File: src/rtl/tcfg_pkg.sv
package tcfg_pkg;

    localparam int unsigned TCFG_W = 8;

    localparam logic [TCFG_W-1:0] CODE_NORMAL   = 8'h00;
    localparam logic [TCFG_W-1:0] CODE_CLK_LANE = 8'h34;
    localparam logic [TCFG_W-1:0] CODE_SETTLE   = 8'h75;

    // Data-lane codes: 0x44, 0x54, 0x84, 0x94 for lanes 0..3
    function automatic logic [TCFG_W-1:0] lane_code(input int unsigned idx);
        return TCFG_W'((idx / 2) * 64 + 68 + (idx % 2) * 16);
    endfunction

    typedef enum logic [1:0] {
        ST_CLEAR  = 2'd0,
        ST_NORMAL = 2'd1,
        ST_TEST   = 2'd2
    } tcfg_state_e;

endpackage

File: src/rtl/tcfg_sync.sv
module tcfg_sync #(
    parameter int unsigned STAGES = 2,
    parameter int unsigned DW     = 8
) (
    input  logic          clk,
    input  logic          rst_n,
    input  logic          tclk_a,
    input  logic          ten_a,
    input  logic          tclr_a,
    input  logic [DW-1:0] tdin_a,
    output logic          rise_ev,
    output logic          fall_ev,
    output logic          ten_s,
    output logic          tclr_s,
    output logic [DW-1:0] tdin_s
);

    localparam int unsigned BW     = DW + 3;
    localparam int unsigned B_TCLK = DW;
    localparam int unsigned B_TEN  = DW + 1;
    localparam int unsigned B_TCLR = DW + 2;

    logic [BW-1:0] pipe [STAGES];
    logic [BW-1:0] bundle_in;
    logic [STAGES:0] fill;
    logic            tclk_prev;
    logic            tclk_s;
    logic            primed;

    assign bundle_in = {tclr_a, ten_a, tclk_a, tdin_a};

    for (genvar g = 0; g < STAGES; g++) begin : g_stage
        always_ff @(posedge clk) begin
            if (!rst_n) begin
                pipe[g] <= '0;
            end else begin
                if (g == 0) begin
                    pipe[g] <= bundle_in;
                end else begin
                    pipe[g] <= pipe[(g == 0) ? 0 : g - 1];
                end
            end
        end
    end

    // Edges are reported only once the whole pipe and the previous-value
    // flop hold real samples, so an idle-high clock gives no false edge.
    always_ff @(posedge clk) begin
        if (!rst_n) begin
            fill      <= '0;
            tclk_prev <= 1'b0;
        end else begin
            fill      <= {fill[STAGES-1:0], 1'b1};
            tclk_prev <= tclk_s;
        end
    end

    assign primed  = fill[STAGES];
    assign tclk_s  = pipe[STAGES-1][B_TCLK];
    assign ten_s   = pipe[STAGES-1][B_TEN];
    assign tclr_s  = pipe[STAGES-1][B_TCLR];
    assign tdin_s  = pipe[STAGES-1][DW-1:0];
    assign rise_ev = primed &  tclk_s & ~tclk_prev;
    assign fall_ev = primed & ~tclk_s &  tclk_prev;

endmodule

File: src/rtl/tcfg_ctrl.sv
module tcfg_ctrl
    import tcfg_pkg::*;
(
    input  logic              clk,
    input  logic              rst_n,
    input  logic              rise_ev,
    input  logic              fall_ev,
    input  logic              ten_s,
    input  logic              tclr_s,
    input  logic [TCFG_W-1:0] tdin_s,
    output logic [TCFG_W-1:0] code,
    output logic              wr_en,
    output logic              normal_mode,
    output tcfg_state_e       state
);

    tcfg_state_e state_nxt;
    logic        cap;
    logic        cap_zero;

    assign cap      = fall_ev & ten_s & ~tclr_s;
    assign cap_zero = (tdin_s == CODE_NORMAL);

    // State register
    always_ff @(posedge clk) begin
        if (!rst_n) begin
            state <= ST_NORMAL;
        end else begin
            state <= state_nxt;
        end
    end

    // Code register
    always_ff @(posedge clk) begin
        if (!rst_n) begin
            code <= CODE_NORMAL;
        end else if (tclr_s) begin
            code <= CODE_NORMAL;
        end else if (cap) begin
            code <= tdin_s;
        end
    end

    // Next-state logic
    always_comb begin
        state_nxt = state;
        if (tclr_s) begin
            state_nxt = ST_CLEAR;
        end else begin
            unique case (state)
                ST_CLEAR: begin
                    if (cap && !cap_zero) state_nxt = ST_TEST;
                    else                  state_nxt = ST_NORMAL;
                end
                ST_NORMAL: begin
                    if (cap && !cap_zero) state_nxt = ST_TEST;
                end
                ST_TEST: begin
                    if (cap && cap_zero) state_nxt = ST_NORMAL;
                end
                default: state_nxt = ST_CLEAR;
            endcase
        end
    end

    // Outputs
    always_comb begin
        normal_mode = 1'b0;
        wr_en       = 1'b0;
        unique case (state)
            ST_CLEAR: begin
                normal_mode = 1'b0;
                wr_en       = 1'b0;
            end
            ST_NORMAL: begin
                normal_mode = 1'b1;
                wr_en       = rise_ev & ~ten_s & ~tclr_s;
            end
            ST_TEST: begin
                normal_mode = 1'b0;
                wr_en       = rise_ev & ~ten_s & ~tclr_s;
            end
            default: begin
                normal_mode = 1'b0;
                wr_en       = 1'b0;
            end
        endcase
    end

endmodule

File: src/rtl/tcfg_regs.sv
module tcfg_regs
    import tcfg_pkg::*;
#(
    parameter int unsigned NUM_LANES = 4
) (
    input  logic                        clk,
    input  logic                        rst_n,
    input  logic                        clr,
    input  logic                        wr_en,
    input  logic [TCFG_W-1:0]           code,
    input  logic [TCFG_W-1:0]           wdata,
    output logic [TCFG_W-1:0]           clk_lane_q,
    output logic [NUM_LANES*TCFG_W-1:0] lane_q,
    output logic [TCFG_W-1:0]           settle_q,
    output logic [TCFG_W-1:0]           rdata
);

    logic [NUM_LANES-1:0] lane_hit;

    always_ff @(posedge clk) begin
        if (!rst_n || clr) begin
            clk_lane_q <= '0;
        end else if (wr_en && code == CODE_CLK_LANE) begin
            clk_lane_q <= wdata;
        end
    end

    always_ff @(posedge clk) begin
        if (!rst_n || clr) begin
            settle_q <= '0;
        end else if (wr_en && code == CODE_SETTLE) begin
            settle_q <= wdata;
        end
    end

    for (genvar i = 0; i < NUM_LANES; i++) begin : g_lane
        assign lane_hit[i] = (code == lane_code(i));
        always_ff @(posedge clk) begin
            if (!rst_n || clr) begin
                lane_q[i*TCFG_W +: TCFG_W] <= '0;
            end else if (wr_en && lane_hit[i]) begin
                lane_q[i*TCFG_W +: TCFG_W] <= wdata;
            end
        end
    end

    // Read-back: unlisted codes give zero
    always_comb begin
        rdata = '0;
        if (code == CODE_CLK_LANE) rdata = clk_lane_q;
        if (code == CODE_SETTLE)   rdata = settle_q;
        for (int i = 0; i < NUM_LANES; i++) begin
            if (lane_hit[i]) rdata = lane_q[i*TCFG_W +: TCFG_W];
        end
    end

endmodule

File: src/rtl/phy_tcfg_port.sv
module phy_tcfg_port
    import tcfg_pkg::*;
#(
    parameter int unsigned NUM_LANES   = 4,
    parameter int unsigned SYNC_STAGES = 2,
    parameter int unsigned FREQ_LSB    = 1,
    parameter int unsigned FREQ_W      = 6
) (
    input  logic                        clk,
    input  logic                        rst_n,
    input  logic                        tclk_a,
    input  logic                        ten_a,
    input  logic                        tclr_a,
    input  logic [TCFG_W-1:0]           tdin_a,
    output logic [TCFG_W-1:0]           tdout,
    output logic [TCFG_W-1:0]           clk_lane_ctrl,
    output logic [NUM_LANES*TCFG_W-1:0] lane_rx_ctrl,
    output logic [NUM_LANES*FREQ_W-1:0] lane_freq_range,
    output logic [TCFG_W-1:0]           settle_ctrl,
    output logic                        normal_mode
);

    logic              rise_ev;
    logic              fall_ev;
    logic              ten_s;
    logic              tclr_s;
    logic [TCFG_W-1:0] tdin_s;
    logic [TCFG_W-1:0] code;
    logic              wr_en;
    tcfg_state_e       state;

    tcfg_sync #(
        .STAGES (SYNC_STAGES),
        .DW     (TCFG_W)
    ) u_sync (
        .clk     (clk),
        .rst_n   (rst_n),
        .tclk_a  (tclk_a),
        .ten_a   (ten_a),
        .tclr_a  (tclr_a),
        .tdin_a  (tdin_a),
        .rise_ev (rise_ev),
        .fall_ev (fall_ev),
        .ten_s   (ten_s),
        .tclr_s  (tclr_s),
        .tdin_s  (tdin_s)
    );

    tcfg_ctrl u_ctrl (
        .clk         (clk),
        .rst_n       (rst_n),
        .rise_ev     (rise_ev),
        .fall_ev     (fall_ev),
        .ten_s       (ten_s),
        .tclr_s      (tclr_s),
        .tdin_s      (tdin_s),
        .code        (code),
        .wr_en       (wr_en),
        .normal_mode (normal_mode),
        .state       (state)
    );

    tcfg_regs #(
        .NUM_LANES (NUM_LANES)
    ) u_regs (
        .clk        (clk),
        .rst_n      (rst_n),
        .clr        (tclr_s),
        .wr_en      (wr_en),
        .code       (code),
        .wdata      (tdin_s),
        .clk_lane_q (clk_lane_ctrl),
        .lane_q     (lane_rx_ctrl),
        .settle_q   (settle_ctrl),
        .rdata      (tdout)
    );

    for (genvar i = 0; i < NUM_LANES; i++) begin : g_freq
        assign lane_freq_range[i*FREQ_W +: FREQ_W] =
            lane_rx_ctrl[i*TCFG_W + FREQ_LSB +: FREQ_W];
    end

endmodule

File: config.mk
export PLATFORM = sky130hd
export DESIGN_NAME = phy_tcfg_port
export DESIGN_NICKNAME = d
export VERILOG_FILES = /design/src/rtl/tcfg_pkg.sv /design/src/rtl/tcfg_sync.sv /design/src/rtl/tcfg_ctrl.sv /design/src/rtl/tcfg_regs.sv /design/src/rtl/phy_tcfg_port.sv
export SDC_FILE = /design/constraint.sdc
export NUM_CORES = 1
export LEC_CHECK = 0
export BUFFER_PORTS_ARGS = -buffer_cell sky130_fd_sc_hd__buf_2
export CAP_MARGIN = 20
export CORE_MARGIN = 3
export CORE_UTILIZATION = 54
export DETAILED_ROUTE_END_ITERATION = 12
export PLACE_DENSITY = 0.8
export SYNTH_ARGS = -nofsm -noshare
export SYNTH_HDL_FRONTEND = slang
export SYNTH_SLANG_ARGS = --single-unit
File: constraint.sdc
create_clock -name clk -period 2.1 [get_ports clk]
set_input_delay 0.105 -clock clk [delete_from_list [all_inputs] [get_ports clk]]
set_output_delay 0.105 -clock clk [all_outputs]
set_load 0.005 [all_outputs]
==> results_tabular.tex, run 1 <==
\begin{tabular}{lr}
\hline
Metric & Value \\
\hline
\multicolumn{2}{l}{\textbf{Timing}} \\
\quad Count of final max-slew check failures & 0 \\
\quad RSZ-0062 raised after global routing & true \\
\quad Post-route clock skew & approximately 0.013 ns \\
\quad Hold Worst Slack & 0.0717 ns \\
\quad Final critical path time including I/O delays and setup & around 2.1 ns \\
\quad Fin. Hold Viols & 0 \\
\quad Fin crit share & 0.991 \\
\quad Fmax & about 480 MHz \\
\quad Sum of negative setup slack & 0 ns \\
\quad Max-slew headroom at the worst pin & 0.680 \\
\quad Final setup violating endpoints & 0 \\
\quad Tightest Pin Transition & 0.478 ns \\
\multicolumn{2}{l}{\textbf{Layout}} \\
\quad Filler instances & approximately 540 \\
\quad Final instance area & $\sim$4800 um\^{}2 \\
\quad Share of the core filled with cells in the final layout & 0.696 \\
\quad Inserted Diodes & 0 \\
\quad Synthesis-to-finish area growth & 22.4\% \\
\quad Post-layout nets & between 500 and 600 \\
\quad Most frequent standard cell in the layout excluding fill and tap cells & sky130\_fd\_sc\_hd\_\_buf\_2 \\
\quad Fraction of layout cells with a size suffix above 1 & 0.327 \\
\quad Commonest cells after routing, fill and taps aside & sky130\_fd\_sc\_hd\_\_buf\_2, sky130\_fd\_sc\_hd\_\_dfxtp\_1, sky130\_fd\_sc\_hd\_\_nor2\_1 \\
\quad Post-route insts no fill & slightly above 600 \\
\multicolumn{2}{l}{\textbf{Drt}} \\
\quad Final ANT Viol Nets & 0 \\
\quad Number of vias in the routed layout & 3524 \\
\quad Initial DRT Pass Iterations & 5 \\
\quad Drc violations & 0 \\
\quad Routed vias/inst & between 5 and 6 \\
\quad Routed len/inst & approximately 17 um \\
\quad First-iteration detailed-routing DRC count & around 320 \\
\quad Total Wirelength & around 11 mm \\
\multicolumn{2}{l}{\textbf{Global routing}} \\
\quad Number of global-route vias before repair & about 3200 \\
\quad Global route overflow & 0 \\
\quad Total GRT Usage & 0.246 \\
\quad Initial antenna violation count & 0 \\
\quad Largest net degree at the start of global routing & 37 \\
\quad Wire length of the first global-routing pass & 16.1 mm \\
\multicolumn{2}{l}{\textbf{Min path}} \\
\quad Startpoint of the tightest hold check path & rst\_n \\
\quad Type of the most critical hold path & input pin to flip-flop \\
\multicolumn{2}{l}{\textbf{Setup path}} \\
\quad Worst setup path start & u\_ctrl.state[1] \\
\quad Type of origin of the critical path & flip-flop \\
\quad Launch point of the worst reg-to-reg path & u\_ctrl.state[1] \\
\quad Largest driver fanout on the critical path & 8 \\
\quad Category of the worst setup path capture point & flip-flop \\
\quad Critical path class & flip-flop to flip-flop \\
\quad Worst Path Required & between 2 and 2.5 ns \\
\quad CP Data Arrival Time & about 2.4 ns \\
\multicolumn{2}{l}{\textbf{Floorplan}} \\
\quad Number of standard-cell rows in the floorplan & 30 \\
\quad Die width & 91.5 um \\
\quad Core outline area & between 6000 and 7000 um\^{}2 \\
\quad Top-level port count & 94 \\
\quad Die Area & around 8400 um\^{}2 \\
\quad Starting density of the core & 0.568 \\
\quad Overall die height & $\sim$91 um \\
\multicolumn{2}{l}{\textbf{Yosys}} \\
\quad Seq cells post-synth & 84 \\
\quad Top\_reg\_cell synth & sky130\_fd\_sc\_hd\_\_dfxtp\_1 \\
\quad Instance count of the mapped netlist & approximately 430 \\
\quad Synth warn & 0 \\
\quad Average instance area after synthesis & 9.16 um\^{}2 \\
\quad Cell type with the largest total area after synthesis & sky130\_fd\_sc\_hd\_\_dfxtp\_1 \\
\quad Number of synthesized flops with an enable pin & 0 \\
\quad Cell area after synthesis & 3950 um\^{}2 \\
\quad Seq/Total Area, Yosys & 0.426 \\
\quad Yosys top cell area share & 0.426 \\
\quad Net count after synthesis & about 450 \\
\quad Top post-synthesis cells by area & sky130\_fd\_sc\_hd\_\_dfxtp\_1, sky130\_fd\_sc\_hd\_\_mux2i\_1, sky130\_fd\_sc\_hd\_\_nor2\_1 \\
\quad Unique masters post-synth & between 50 and 60 \\
\quad Share of synthesized registers carrying an async set or reset & 0 \\
\multicolumn{2}{l}{\textbf{Clocking}} \\
\quad Clock Root Buffer & sky130\_fd\_sc\_hd\_\_clkbuf\_8 \\
\quad Clock sinks & 84 \\
\quad Clock-pin transition on the worst setup and hold timing paths & around 0.080 ns \\
\quad Clock Tree Buf Depth & 2 \\
\quad Level count of the clock H-tree & 3 \\
\quad TritonCTS Buffers & 9 \\
\quad Clock tree from TritonCTS & yes \\
\quad Clk\_lat worst skew & 0.36 ns \\
\multicolumn{2}{l}{\textbf{Placed design}} \\
\quad Routability-driven placement congestion ratio & 0.875 \\
\quad Detailed-placement wirelength estimate & 6.90 mm \\
\quad Total placed cells including tap cells & roughly 580 \\
\quad Count of buffers inserted at the top-level ports & 93 \\
\quad Area of placed instances & around 4300 um\^{}2 \\
\multicolumn{2}{l}{\textbf{Power}} \\
\quad Cell leakage power & about 2.4 nW \\
\quad Worst vdd rail ir drop & just under 600 uV \\
\quad Ratio of total power to cell area & about 650 nW/um\^{}2 \\
\multicolumn{2}{l}{\textbf{Status}} \\
\quad Outcome & completed \\
\multicolumn{2}{l}{\textbf{Flow run}} \\
\quad Max-capacitance violation count & 0 \\
\hline
\end{tabular}
## what timing repair did
| item | 4_1_cts | 5_1_grt |
|---|---|---|
| setup buffers | 0 | 10 |
| hold endpoints to repair | 11 | 0 |
| pin swaps | 1 | 4 |
| hold buffers | 11 | 0 |
| gates resized for setup | 13 | 22 |
| setup endpoints to repair | 8 | 54 |
## logic make-up after synthesis
| logic type | Yosys count | share of synthesized area |
|---|---|---|
| multiplexers | 40 | 0.101 |
| AND/OR/NAND/NOR | 158 | 0.243 |
| flip-flops | 84 | 0.426 |
| buffers and inverters | 63 | 0.0875 |
| adder cells (fa/ha/maj) | 3 | 0.00951 |
| AO/OA/AOI/OAI | 83 | 0.132 |
## worst max-delay path, stage by stage, from the launching register on
cell and delay (ns):
sky130_fd_sc_hd__dfxtp_1 0.36, sky130_fd_sc_hd__inv_1 0.10, sky130_fd_sc_hd__ha_1 0.28, sky130_fd_sc_hd__nor4bb_1 0.27
sky130_fd_sc_hd__buf_4 0.26, sky130_fd_sc_hd__nor3b_4 0.41, sky130_fd_sc_hd__nand3_1 0.15, sky130_fd_sc_hd__a21oi_1 0.18
## flip-flops by register name, summed over array words and instances, names as in the netlist
signal,flops
u_sync.tclk_prev,1
u_ctrl.state,2
u_sync.pipe,22
u_ctrl.code,8
u_regs.clk_lane_q,8
u_regs.settle_q,8
u_sync.fill,3
u_regs.lane_q,32
## metal layers
metal / GRT usage / part of all wire
met1: 0.293 / 0.38
met2: 0.405 / 0.50
met3: 0.0547 / 0.074
met4: 0.138 / 0.044
met5: 0 / 0
## report_power, final
| part | switching, W | total (W) | leakage, nW | internal [W] |
|---|---|---|---|---|
| registers | 0.0000310 | 0.00166 | 0.688 | 0.00163 |
| logic | 0.000190 | 0.000333 | 1.60 | 0.000143 |
| clock network | 0.000581 | 0.00117 | 0.0999 | 0.000587 |
## synth_stat cells (all sizes together) (3+ instances only)
master	n
nor2	49
a22oi	4
nand3b	6
and2	28
o221ai	4
o311ai	4
o22ai	4
dfxtp	84
a21oi	32
o21a	4
nand3	13
inv	3
buf	36
and3	6
nand2b	4
a211oi	3
o21ai	16
nor3b	3
mux2i	40
nand4	6
nor2b	7
clkbuf	24
nand2	16
ha	3
nor4	3
## final timing paths
check	end	slack [ns]	depth (start not counted)
setup / recovery	u_regs.clk_lane_q[6]	0.02	7
hold / removal	u_sync.fill[0]	0.07	1
setup reg to reg	u_regs.clk_lane_q[6]	0.02	7
hold reg to reg	u_sync.pipe[1][1]	0.43	1
## metrics by stage
| step | power (W) | worst slack [ns] |
|---|---|---|
| after floorplan | 0.00191 | 0.279 |
| after global placement | 0.00199 | 0.144 |
| after detailed placement | 0.00201 | 0.0508 |
| after CTS | 0.00317 | -0.0272 |
| after global routing | 0.00330 | -0.0860 |
| final | 0.00316 | 0.0199 |
## final cells by class
type / count / area [um^2] / area share
Sequential cell: 84 / 1710 / 0.353
Inverter: 3 / 11.3 / 0.00233
Tap cell: 96 / 120 / 0.0249
Clock buffer: 11 / 141 / 0.0293
Timing Repair Buffer: 130 / 783 / 0.162
Clock inverter: 5 / 60.1 / 0.0124
Multi-Input combinational cell: 284 / 2010 / 0.416
Note: power is estimated with default switching activity, not from simulation.
==> run 2: changes to the inputs <==
Settings changed: BUFFER_PORTS_ARGS -buffer_cell sky130_fd_sc_hd__buf_2 to default, CORE_UTILIZATION 54 to 62, DONT_BUFFER_PORTS from default to 1, PLACE_DENSITY 0.8 to 0.78.
==> run 2 against run 1 <==
Net effect: sequential power about the same; count of clock-buffer cells in the layout decreased by 2; die area decreased by 12%; non-clock buffer count decreased by 89; critical endpoint is now tdout[3].
==> results_tabular.tex, run 2 (synthesized netlist as in run 1, its figures left out) <==
\begin{tabular}{lr}
\hline
Metric & Value \\
\hline
\multicolumn{2}{l}{\textbf{Floorplan}} \\
\quad Starting density of the core & 0.655 (+0.0866) \\
\quad Overall die height & 85.8 um (-6.2\%) \\
\quad Core outline area & 6030 um\^{}2 (-13\%) \\
\quad Die width & 85.8 um (-6.2\%) \\
\quad Top-level port count & 94 (unchanged) \\
\quad Number of standard-cell rows in the floorplan & 28 (-6.7\%) \\
\quad Die Area & 7360 um\^{}2 (-12\%) \\
\multicolumn{2}{l}{\textbf{Status}} \\
\quad Outcome & completed \\
\multicolumn{2}{l}{\textbf{Power}} \\
\quad Post-route total power & 0.00330 W (+4.3\%) \\
\quad Cell leakage power & 1.93 nW (-19\%) \\
\quad Worst vdd rail ir drop & 972 uV (+69\%) \\
\quad Ratio of total power to cell area & 750 nW/um\^{}2 (+15\%) \\
\multicolumn{2}{l}{\textbf{Timing}} \\
\quad Max-slew headroom at the worst pin & 0.576 (-0.104) \\
\quad Final critical path time including I/O delays and setup & 2.04 ns (-0.0422 ns) \\
\quad Fin. Hold Viols & 0 (unchanged) \\
\quad Fmax & 491 MHz (+2.1\%) \\
\quad Hold Worst Slack & 0.276 ns (+0.204 ns) \\
\quad Post-route clock skew & 0.00796 ns (-0.00515 ns) \\
\quad Tightest Pin Transition & 0.634 ns (+0.156 ns) \\
\quad Final setup violating endpoints & 0 (unchanged) \\
\quad Count of final max-slew check failures & 0 (unchanged) \\
\quad Fin crit share & 0.970 (-0.0201) \\
\multicolumn{2}{l}{\textbf{Min path}} \\
\quad Type of the most critical hold path & input pin to flip-flop \\
\multicolumn{2}{l}{\textbf{Placed design}} \\
\quad Count of buffers inserted at the top-level ports & 0 (-100\%) \\
\quad Area of placed instances & 3870 um\^{}2 (-11\%) \\
\quad Detailed-placement wirelength estimate & 6.48 mm (-6.0\%) \\
\quad Routability-driven placement congestion ratio & 0.898 (+2.7\%) \\
\multicolumn{2}{l}{\textbf{Drt}} \\
\quad First-iteration detailed-routing DRC count & 331 (+4.7\%) \\
\quad Routed len/inst & 19.5 um (+13\%) \\
\quad Drc violations & 0 (unchanged) \\
\quad Initial DRT Pass Iterations & 5 (unchanged) \\
\quad Final ANT Viol Nets & 0 (unchanged) \\
\quad Total Wirelength & 9.81 mm (-7.5\%) \\
\quad Number of vias in the routed layout & 3188 (-9.5\%) \\
\quad Routed vias/inst & 6.34 (+10\%) \\
\multicolumn{2}{l}{\textbf{Layout}} \\
\quad Register with the most flip-flops & u\_regs.lane\_q \\
\quad Synthesis-to-finish area growth & 11.4\% \\
\quad Inserted Diodes & 0 (unchanged) \\
\quad Share of the core filled with cells in the final layout & 0.730 (+0.0340) \\
\quad Most frequent standard cell in the layout excluding fill and tap cells & sky130\_fd\_sc\_hd\_\_dfxtp\_1 \\
\quad Post-layout nets & 439 (-17\%) \\
\quad Max FFs per register & 32 (unchanged) \\
\quad Final instance area & 4400 um\^{}2 (-9.0\%) \\
\quad Filler instances & 456 (-16\%) \\
\quad Commonest cells after routing, fill and taps aside & sky130\_fd\_sc\_hd\_\_dfxtp\_1, sky130\_fd\_sc\_hd\_\_nor2\_1, sky130\_fd\_sc\_hd\_\_mux2i\_1 \\
\quad Fraction of layout cells with a size suffix above 1 & 0.175 (-0.152) \\
\quad Registers with the most flip-flops & u\_regs.lane\_q x32, u\_sync.pipe x22 \\
\multicolumn{2}{l}{\textbf{Setup path}} \\
\quad CP Data Arrival Time & 1.93 ns (-0.43 ns) \\
\quad Critical path class & flip-flop to output pin \\
\quad Largest driver fanout on the critical path & 10 (+2) \\
\quad Type of origin of the critical path & flip-flop \\
\quad Worst Path Required & 2.00 ns (-0.38 ns) \\
\quad Category of the worst setup path capture point & output pin \\
\multicolumn{2}{l}{\textbf{Global routing}} \\
\quad Initial antenna violation count & 0 (unchanged) \\
\quad Total GRT Usage & 0.274 (+0.0283) \\
\quad Largest net degree at the start of global routing & 30 (-19\%) \\
\quad Met1 track demand over resource in global routing & 0.342 (+0.0487) \\
\quad Wire length of the first global-routing pass & 15.6 mm (-3.2\%) \\
\quad Most Crowded Layer GR & met2 \\
\quad Global route overflow & 0 (unchanged) \\
\quad Number of global-route vias before repair & 2992 (-5.1\%) \\
\quad Met3 Use GR & 0.109 (+0.0539) \\
\quad Grt met2 use & 0.423 (+0.0177) \\
\multicolumn{2}{l}{\textbf{Clocking}} \\
\quad TritonCTS Buffers & 9 (unchanged) \\
\quad Clock Tree Buf Depth & 2 (unchanged) \\
\quad Clock-pin transition on the worst setup and hold timing paths & 0.08 ns (about the same) \\
\quad Clk\_lat worst skew & 0.37 ns (about the same) \\
\quad Level count of the clock H-tree & 3 (unchanged) \\
\quad Clock tree from TritonCTS & yes \\
\quad Clock Root Buffer & sky130\_fd\_sc\_hd\_\_clkbuf\_8 \\
\quad Clock sinks & 84 (unchanged) \\
\multicolumn{2}{l}{\textbf{Flow run}} \\
\quad Max-capacitance violation count & 0 (unchanged) \\
\hline
\end{tabular}
-- run 2: critical path, stage by stage (launching register included) --
cell                       delay [ns]
sky130_fd_sc_hd__dfxtp_4         0.40
sky130_fd_sc_hd__or3_4           0.45
sky130_fd_sc_hd__nor3b_4         0.25
sky130_fd_sc_hd__o221ai_1        0.18
sky130_fd_sc_hd__o311ai_2        0.13
sky130_fd_sc_hd__buf_4           0.17
-- run 2: cell type report --
cell class	count	area (um^2)	area share
flip-flops and latches	84	1690	0.385
clock inverters	7	106	0.0242
repair buffers	41	350	0.0797
inverters	3	11.3	0.00256
multi-input cells	284	2020	0.459
clock buffers	9	124	0.0282
well taps	75	93.8	0.0213
-- run 2: routing by layer --
| metal | vias to the layer above | share of wire |
|---|---|---|
| met2 | 172 | 0.48 |
| li1 | 1476 | - |
| met5 | - | 0 |
| met1 | 1512 | 0.40 |
| met3 | 28 | 0.096 |
| met4 | 0 | 0.031 |
-- run 2: timing repair --
action	in CTS	in global routing
pin swaps	1	6
setup endpoints to repair	6	56
resized for setup	5	22
setup buffers	0	9
gates cloned	0	0
hold buffers	12	0
endpoints found under the hold margin	27	0
-- run 2: power by group --
| group | total, W | internal [W] | leakage [nW] | switching [W] |
|---|---|---|---|---|
| Clock | 0.00131 | 0.000690 | 0.116 | 0.000624 |
| Combinational | 0.000321 | 0.000136 | 1.13 | 0.000185 |
| Sequential | 0.00166 | 0.00163 | 0.686 | 0.0000301 |
-- run 2: worst paths after layout --
path / slack [ns] / to / from / cells after the start
setup / recovery: 0.06 / tdout[3] / u_ctrl.code[0] / 5
hold reg to reg: 0.44 / u_sync.fill[1] / u_sync.fill[0] / 1
hold / removal: 0.28 / u_ctrl.code[1] / rst_n / 2
setup reg to reg: 0.10 / u_regs.clk_lane_q[3] / u_ctrl.state[1] / 8
-- run 2: through the flow --
step | setup TNS (ns) | setup WS, ns | instances
after floorplan | 0 | 0.279 | 431
after global placement | 0 | 0.0842 | 466
after detailed placement | 0 | 0.0220 | 466
after CTS | -0.219 | -0.0962 | 494
after global routing | -0.325 | -0.0450 | 503
final | 0 | 0.0622 | 503
